[src/rtl/burst_pkg.sv]
package burst_pkg;

    // register addresses
    typedef enum logic [1:0] {
        REG_CTRL  = 2'd0,
        REG_DIV   = 2'd1,
        REG_PHASE = 2'd2,
        REG_COUNT = 2'd3
    } reg_addr_e;

    // control register bit positions
    localparam int unsigned CTRL_START_BIT = 0;
    localparam int unsigned CTRL_POL_BIT   = 1;
    localparam int unsigned CTRL_GATE_BIT  = 2;
    localparam int unsigned CTRL_TRI_BIT   = 3;

    localparam int unsigned DIV_CODE_W = 4;

    // pin shaping controls
    typedef struct packed {
        logic tri_en;
        logic gate;
        logic pol;
    } pin_ctrl_t;

    // largest divide ratio for a given base: multiplier 5, shift 3
    function automatic int unsigned max_ratio(int unsigned base);
        return base * 5 * 8;
    endfunction

    // period in clock cycles selected by a divider code
    function automatic int unsigned div_ratio(logic [DIV_CODE_W-1:0] code,
                                              int unsigned base);
        int unsigned mult;
        int unsigned scale;
        mult  = 32'(code[1:0]) + 2;
        scale = base << code[3:2];
        return mult * scale;
    endfunction

endpackage

[src/rtl/burst_regs.sv]
module burst_regs
    import burst_pkg::*;
#(
    parameter int unsigned DATA_W   = 16,
    parameter int unsigned PER_W    = 10,
    parameter int unsigned CNT_W    = 8,
    parameter int unsigned DIV_BASE = 16
) (
    input  logic                  clk_i,
    input  logic                  rst_i,
    input  logic                  wr_en_i,
    input  logic [1:0]            wr_addr_i,
    input  logic [DATA_W-1:0]     wr_data_i,
    input  logic [1:0]            rd_addr_i,
    output logic [DATA_W-1:0]     rd_data_o,
    input  logic                  busy_i,
    output logic                  launch_o,
    output pin_ctrl_t             pin_ctrl_o,
    output logic [PER_W-1:0]      ratio_o,
    output logic [PER_W-1:0]      phase_o,
    output logic [CNT_W-1:0]      count_o
);

    logic [DIV_CODE_W-1:0] div_code_q;
    logic [PER_W-1:0]      phase_q;
    logic [CNT_W-1:0]      count_q;
    pin_ctrl_t             pin_q;

    logic wr_ctrl, wr_div, wr_phase, wr_count;
    logic cfg_open;

    logic unused_wr;
    assign unused_wr = ^wr_data_i;

    assign cfg_open = !busy_i;
    assign wr_ctrl  = wr_en_i && (wr_addr_i == REG_CTRL);
    assign wr_div   = wr_en_i && (wr_addr_i == REG_DIV)   && cfg_open;
    assign wr_phase = wr_en_i && (wr_addr_i == REG_PHASE) && cfg_open;
    assign wr_count = wr_en_i && (wr_addr_i == REG_COUNT) && cfg_open;

    // a launch only when idle; start bit itself lives in the timer
    assign launch_o = wr_ctrl && wr_data_i[CTRL_START_BIT] && !busy_i;

    always_ff @(posedge clk_i) begin
        if (rst_i) begin
            div_code_q <= '0;
            phase_q    <= '0;
            count_q    <= '0;
            pin_q      <= '0;
        end else begin
            if (wr_ctrl) begin
                pin_q.pol    <= wr_data_i[CTRL_POL_BIT];
                pin_q.gate   <= wr_data_i[CTRL_GATE_BIT];
                pin_q.tri_en <= wr_data_i[CTRL_TRI_BIT];
            end
            if (wr_div)   div_code_q <= wr_data_i[DIV_CODE_W-1:0];
            if (wr_phase) phase_q    <= wr_data_i[PER_W-1:0];
            if (wr_count) count_q    <= wr_data_i[CNT_W-1:0];
        end
    end

    assign ratio_o    = PER_W'(div_ratio(div_code_q, DIV_BASE));
    assign phase_o    = phase_q;
    assign count_o    = count_q;
    assign pin_ctrl_o = pin_q;

    always_comb begin
        rd_data_o = '0;
        unique case (rd_addr_i)
            REG_CTRL: begin
                rd_data_o[CTRL_START_BIT] = busy_i;
                rd_data_o[CTRL_POL_BIT]   = pin_q.pol;
                rd_data_o[CTRL_GATE_BIT]  = pin_q.gate;
                rd_data_o[CTRL_TRI_BIT]   = pin_q.tri_en;
            end
            REG_DIV:   rd_data_o[DIV_CODE_W-1:0] = div_code_q;
            REG_PHASE: rd_data_o[PER_W-1:0]      = phase_q;
            default:   rd_data_o[CNT_W-1:0]      = count_q;
        endcase
    end

    // configuration frozen while a burst runs
    p_cfg_hold_r10: assert property (@(posedge clk_i) disable iff (rst_i)
        busy_i && wr_en_i && (wr_addr_i != REG_CTRL)
        |=> $stable(div_code_q) && $stable(phase_q) && $stable(count_q));

endmodule

[src/rtl/burst_timer.sv]
module burst_timer #(
    parameter int unsigned PER_W = 10,
    parameter int unsigned CNT_W = 8
) (
    input  logic             clk_i,
    input  logic             rst_i,
    input  logic             launch_i,
    input  logic [PER_W-1:0] ratio_i,
    input  logic [PER_W-1:0] phase_i,
    input  logic [CNT_W-1:0] count_i,
    output logic             busy_o,
    output logic             active_o
);

    logic             busy_q;
    logic [PER_W-1:0] per_cnt_q;
    logic [CNT_W-1:0] pulse_cnt_q;

    logic             count_zero;
    logic             period_end;
    logic             last_pulse;
    logic [PER_W-1:0] ratio_m1;
    logic [CNT_W-1:0] count_m1;

    assign count_zero = (count_i == '0);
    assign ratio_m1   = ratio_i - PER_W'(1);
    assign count_m1   = count_i - CNT_W'(1);
    assign period_end = (per_cnt_q == ratio_m1);
    assign last_pulse = (pulse_cnt_q == count_m1);

    always_ff @(posedge clk_i) begin
        if (rst_i) begin
            busy_q      <= 1'b0;
            per_cnt_q   <= '0;
            pulse_cnt_q <= '0;
        end else if (launch_i) begin
            busy_q      <= 1'b1;
            per_cnt_q   <= '0;
            pulse_cnt_q <= '0;
        end else if (busy_q) begin
            if (count_zero) begin
                busy_q <= 1'b0;
            end else if (period_end) begin
                per_cnt_q <= '0;
                if (last_pulse) begin
                    busy_q <= 1'b0;
                end else begin
                    pulse_cnt_q <= pulse_cnt_q + CNT_W'(1);
                end
            end else begin
                per_cnt_q <= per_cnt_q + PER_W'(1);
            end
        end
    end

    // active phase leads each period; phase >= period keeps it active
    assign active_o = busy_q && !count_zero && (per_cnt_q < phase_i);
    assign busy_o   = busy_q;

    // start bit only drops on completion
    p_start_sticky_r2: assert property (@(posedge clk_i) disable iff (rst_i)
        busy_q && !count_zero && !(period_end && last_pulse) |=> busy_q);

    // the burst ends only after the final pulse
    p_done_count_r3: assert property (@(posedge clk_i) disable iff (rst_i)
        $fell(busy_q) |-> ($past(count_i) == '0) ||
                          ($past(pulse_cnt_q) == $past(count_m1)));

    // period counter wraps only at ratio-1
    p_period_wrap_r4: assert property (@(posedge clk_i) disable iff (rst_i)
        busy_q && $past(busy_q) && (per_cnt_q == '0) && !$past(count_zero)
        |-> $past(per_cnt_q) == $past(ratio_m1));

    // empty burst lasts one cycle
    p_zero_count_r11: assert property (@(posedge clk_i) disable iff (rst_i)
        busy_q && count_zero && !launch_i |=> !busy_q);

    // launch always raises the start bit
    p_launch_r1: assert property (@(posedge clk_i) disable iff (rst_i)
        launch_i |=> busy_q);

endmodule

[src/rtl/burst_pin.sv]
module burst_pin
    import burst_pkg::*;
(
    input  logic      active_i,
    input  pin_ctrl_t ctrl_i,
    output logic      pin_o,
    output logic      pin_oe_o
);

    logic shaped;

    always_comb begin
        if (ctrl_i.gate) begin
            shaped = 1'b0;
        end else begin
            shaped = active_i;
        end
        pin_o    = shaped ^ ctrl_i.pol;
        pin_oe_o = !ctrl_i.tri_en;
    end

endmodule

[src/rtl/burst_gen.sv]
module burst_gen
    import burst_pkg::*;
#(
    parameter int unsigned DATA_W   = 16,
    parameter int unsigned CNT_W    = 8,
    parameter int unsigned DIV_BASE = 16
) (
    input  logic              clk_i,
    input  logic              rst_i,
    input  logic              wr_en_i,
    input  logic [1:0]        wr_addr_i,
    input  logic [DATA_W-1:0] wr_data_i,
    input  logic [1:0]        rd_addr_i,
    output logic [DATA_W-1:0] rd_data_o,
    output logic              burst_o,
    output logic              burst_oe_o
);

    localparam int unsigned PER_W = $clog2(max_ratio(DIV_BASE) + 1);

    logic             busy;
    logic             launch;
    logic             active;
    pin_ctrl_t        pin_ctrl;
    logic [PER_W-1:0] ratio;
    logic [PER_W-1:0] phase;
    logic [CNT_W-1:0] count;

    burst_regs #(
        .DATA_W   (DATA_W),
        .PER_W    (PER_W),
        .CNT_W    (CNT_W),
        .DIV_BASE (DIV_BASE)
    ) regs_i (
        .clk_i      (clk_i),
        .rst_i      (rst_i),
        .wr_en_i    (wr_en_i),
        .wr_addr_i  (wr_addr_i),
        .wr_data_i  (wr_data_i),
        .rd_addr_i  (rd_addr_i),
        .rd_data_o  (rd_data_o),
        .busy_i     (busy),
        .launch_o   (launch),
        .pin_ctrl_o (pin_ctrl),
        .ratio_o    (ratio),
        .phase_o    (phase),
        .count_o    (count)
    );

    burst_timer #(
        .PER_W (PER_W),
        .CNT_W (CNT_W)
    ) timer_i (
        .clk_i    (clk_i),
        .rst_i    (rst_i),
        .launch_i (launch),
        .ratio_i  (ratio),
        .phase_i  (phase),
        .count_i  (count),
        .busy_o   (busy),
        .active_o (active)
    );

    burst_pin pin_i (
        .active_i (active),
        .ctrl_i   (pin_ctrl),
        .pin_o    (burst_o),
        .pin_oe_o (burst_oe_o)
    );

    // idle level whenever no burst runs
    p_idle_level_r7: assert property (@(posedge clk_i) disable iff (rst_i)
        !busy |-> burst_o == pin_ctrl.pol);

    // gated pin holds idle level
    p_gate_hold_r8: assert property (@(posedge clk_i) disable iff (rst_i)
        pin_ctrl.gate |-> burst_o == pin_ctrl.pol);

endmodule

[config.mk]
export PLATFORM = sky130hd
export DESIGN_NAME = burst_gen
export DESIGN_NICKNAME = d
export VERILOG_FILES = /design/src/rtl/burst_pkg.sv /design/src/rtl/burst_regs.sv /design/src/rtl/burst_timer.sv /design/src/rtl/burst_pin.sv /design/src/rtl/burst_gen.sv
export SDC_FILE = /design/constraint.sdc
export NUM_CORES = 1
export LEC_CHECK = 0
export BUFFER_PORTS_ARGS = -buffer_cell sky130_fd_sc_hd__buf_2
export CAP_MARGIN = 25
export CORE_MARGIN = 5
export CORE_UTILIZATION = 45
export CTS_CLUSTER_SIZE = 25
export DETAILED_ROUTE_END_ITERATION = 16
export SLEW_MARGIN = 5
export SYNTH_ARGS = -nofsm -noshare
export SYNTH_HDL_FRONTEND = slang
export SYNTH_HIERARCHICAL = 1
export SYNTH_SLANG_ARGS = --single-unit
[constraint.sdc]
create_clock -name clk_i -period 4.78 [get_ports clk_i]
set_clock_uncertainty 0.05 [all_clocks]
set_input_delay 0.478 -clock clk_i [delete_from_list [all_inputs] [get_ports clk_i]]
set_output_delay 0.478 -clock clk_i [all_outputs]
set_load 0.005 [all_outputs]
==> out/metrics.csv <==
stage;metric;value;unit
finish;share of layout cells above drive strength 1;12.6;%
finish;Nets;447;
clock_tree;clk slew on worst S/H paths;0.08;ns
synth;largest cells by area after synthesis;dfxtp_1 (28%), ha_1 (7.4%), nand2_1 (6.6%), xor2_1 (5.2%), a21oi_1 (4.8%);
synth;synth cell count leaders;nand2_1 (56), dfxtp_1 (44), nor2_1 (34);
synth;top_reg_cell synth;dfxtp_1;
placement;Cell Area, Placed;3330;µm²
clock_tree;CTS buffer count;5;
synth;mux share of post-synthesis cell area;6.88;%
route;DR DRC count;0;
global_route;vias in the first global route;2605;
die;floorplan row count;30;
setup_path;Setup Crit Path Kind;flip-flop to flip-flop;
global_route;initial antenna violation count;0;
sta;final hold slack;0.364;ns
finish;fillcell total;674;
route;DRT Wirelength;7.15;mm
sta;final hold viol count;0;
route;Via density;5.27;
route;WL/cell;14.3;µm
finish;Syn-to-layout area delta;6.37;%
clock_tree;H-tree levels;2;
synth;Synth Area in Adders;8.05;%
clock_tree;CTS max path bufs;2;
sta;crit path time final;4.26;ns
sta;achievable frequency;235;MHz
die;Die Ht;94.4;µm
die;Die W;94.4;µm
setup_path;CP Max Fanout;14;
clock_tree;PostCTS Resize Cnt;0;
placement;DP Wirelength;5.39;mm
die;initial core utilization;46.6;%
sta;RSZ-0062 raised after global routing;false;
min_path;Worst Hold Class;input pin to flip-flop;
placement;number of port buffers;28;
clock_tree;CTS Root Cell;clkbuf_8;
route;Initial DRC Count;118;
die;Core ar.;6870;µm²
synth;Async SR Flop Fraction;0;%
sta;Slew HR;58.9;%
synth;Simple-Gate Fraction of Synth Area;25.8;%
synth;Mean Syn Cell Area;8.19;µm²
synth;Synth Register Bits;44;
clock_tree;Clock Sinks;44;
synth;largest family of logic cells by synthesized area;simple AND/OR/NAND/NOR gates;
finish;Inserted Diodes;0;
route;Final ANT Viol Nets;0;
setup_path;Critical Path RT;4.97;ns
setup_path;crit start category;flip-flop;
synth;Synth Cell Area;3200;µm²
global_route;global-route wire length before repair;12.5;mm
power_and_ir_drop;Total Power Consumption;0.721;mW
finish;register area;881;µm²
setup_path;CP Capture Type;flip-flop;
route;via count;2634;
sta;setup_tns;0;ns
synth;share of the synthesized area in the top cell type;27.5;%
run_status;status;complete, no violations;
finish;Final Instance Area;3410;µm²
placement;GP Congestion;0.772;
synth;Cells after Synth;391;
finish;Layout Cells excl Fill;500;
placement;placed insts;493;
synth;Yosys top cell by area;dfxtp_1;
clock_tree;clk_lat worst skew;0.30;ns
sta;final setup vio count;0;
setup_path;CP arrival;4.45;ns
synth;Compound-Gate Fraction of Synth Area;14.2;%
sta;Final Cycle Share;89.0;%
sta;Slew Limit Fails;0;
synth;number of flops mapped to enable cells by yosys;0;
synth;Synth Area in XOR/XNOR;9.80;%
run;maximum capacitance violations;0;
finish;area of the multi-input gates;2110;µm²
synth;count leader, synth;nand2_1;
global_route;largest net degree at the start of global routing;28;
die;io pins;41;
synth;Yosys cell types;60;
sta;worst-margin pin slew;0.601;ns
clock_tree;Post-CTS Hold Buffers;0;
route;drt first pass iters;4;
synth;Seq/Total Area, Yosys;27.5;%
synth;YS warnings;6;
power_and_ir_drop;leak pwr;1.34;nW
power_and_ir_drop;pwr dens;212;nW/µm²
die;Die Area;8900;µm²
global_route;Tot GR Track Use;17.6;%
global_route;global route overflow;0;
power_and_ir_drop;Worst VDD drop;0.139;mV
clock_tree;TritonCTS clock tree;yes;
clock_tree;Setup Fix Bufs, Post-CTS;0;
worst paths after layout:
| kind | start | endpoint | cells after the start | slack [ns] |
|---|---|---|---|---|
| worst max-delay path | regs_i/div_code_q[2] | timer_i/pulse_cnt_q[7] | 12 | 0.52 |
| worst min register to register | regs_i/phase_o[7] | regs_i/phase_o[7] | 2 | 0.43 |
| worst min-delay path | wr_data_i[9] | regs_i/phase_o[9] | 3 | 0.36 |
| worst max register to register | regs_i/div_code_q[2] | timer_i/pulse_cnt_q[7] | 12 | 0.52 |
state kept, by name (all words and copies together) (netlist names):
register	flops
regs_i/pin_ctrl_o	3
regs_i/phase_o	10
timer_i/pulse_cnt_q	8
timer_i/per_cnt_q	10
regs_i/count_o	8
regs_i/div_code_q	4
timer_i/busy_o	1
worst max-delay path: stages, from the launching register on:
cell	delay, ns
dfxtp_1	0.55
xnor2_1	0.19
nor2_1	0.06
ha_1	0.28
ha_1	0.22
fa_1	0.48
nor3_1	0.43
nor3b_2	0.27
o21ai_2	0.09
a2111oi_4	0.47
nand4b_2	0.36
or4_1	0.60
a21oi_1	0.14
layer usage:
| layer | share of wire, % | track usage [%] | up-vias | wire length, µm |
|---|---|---|---|---|
| met5 | 0 | 0 | - | 0 |
| met4 | 1.2 | 5.42 | 0 | 86 |
| met3 | 3.3 | 3.27 | 7 | 233 |
| met2 | 47 | 29.0 | 45 | 3360 |
| met1 | 49 | 23.4 | 1219 | 3470 |
| li1 | - | - | 1363 | - |
cell families after synthesis:
logic type	count (synthesis)
compound gates	68
xor+xnor	35
fa+ha+maj	20
buf+inv	51
flops	44
mux	17
other cells	1
simple gates	155
cells in the final DEF (no fill, tap or decap), types with 6 or more instances in the layout:
cell type  instances
conb_1            10
nor2b_1            7
ha_1              19
nor3_1             7
nor2_1            34
a21oi_1           31
nand2_1           56
dfxtp_1           44
inv_1             20
nand3_1            7
xor2_1            19
xnor2_1           15
mux2i_1           13
o21ai_0            6
nand4_1            7
buf_2             28
power by group:
part,switching (mW),internal [mW],leakage (nW),total [mW]
Sequential,0.0115,0.374,0.356,0.385
Clock,0.128,0.0991,0.0400,0.228
Combinational,0.0617,0.0471,0.948,0.109
Total,0.202,0.520,1.34,0.721
cell type report:
class                           instances  share of cell area (%)
Clock buffer                            5                    2.02
Clock inverter                          2                   0.367
Inverter                               20                    2.20
Multi-Input combinational cell        305                    61.9
Sequential cell                        44                    25.9
Tap cell                               96                    3.53
Timing Repair Buffer                   28                    4.11
stage by stage:
step	setup slack [ns]	util, %
detailed placement	0.548	48.4
global route	0.117	49.6
floorplan	1.17	-
finish	0.524	49.6
global placement	0.591	48.4
CTS	0.534	49.6
Power figures use the tool's default switching activity.
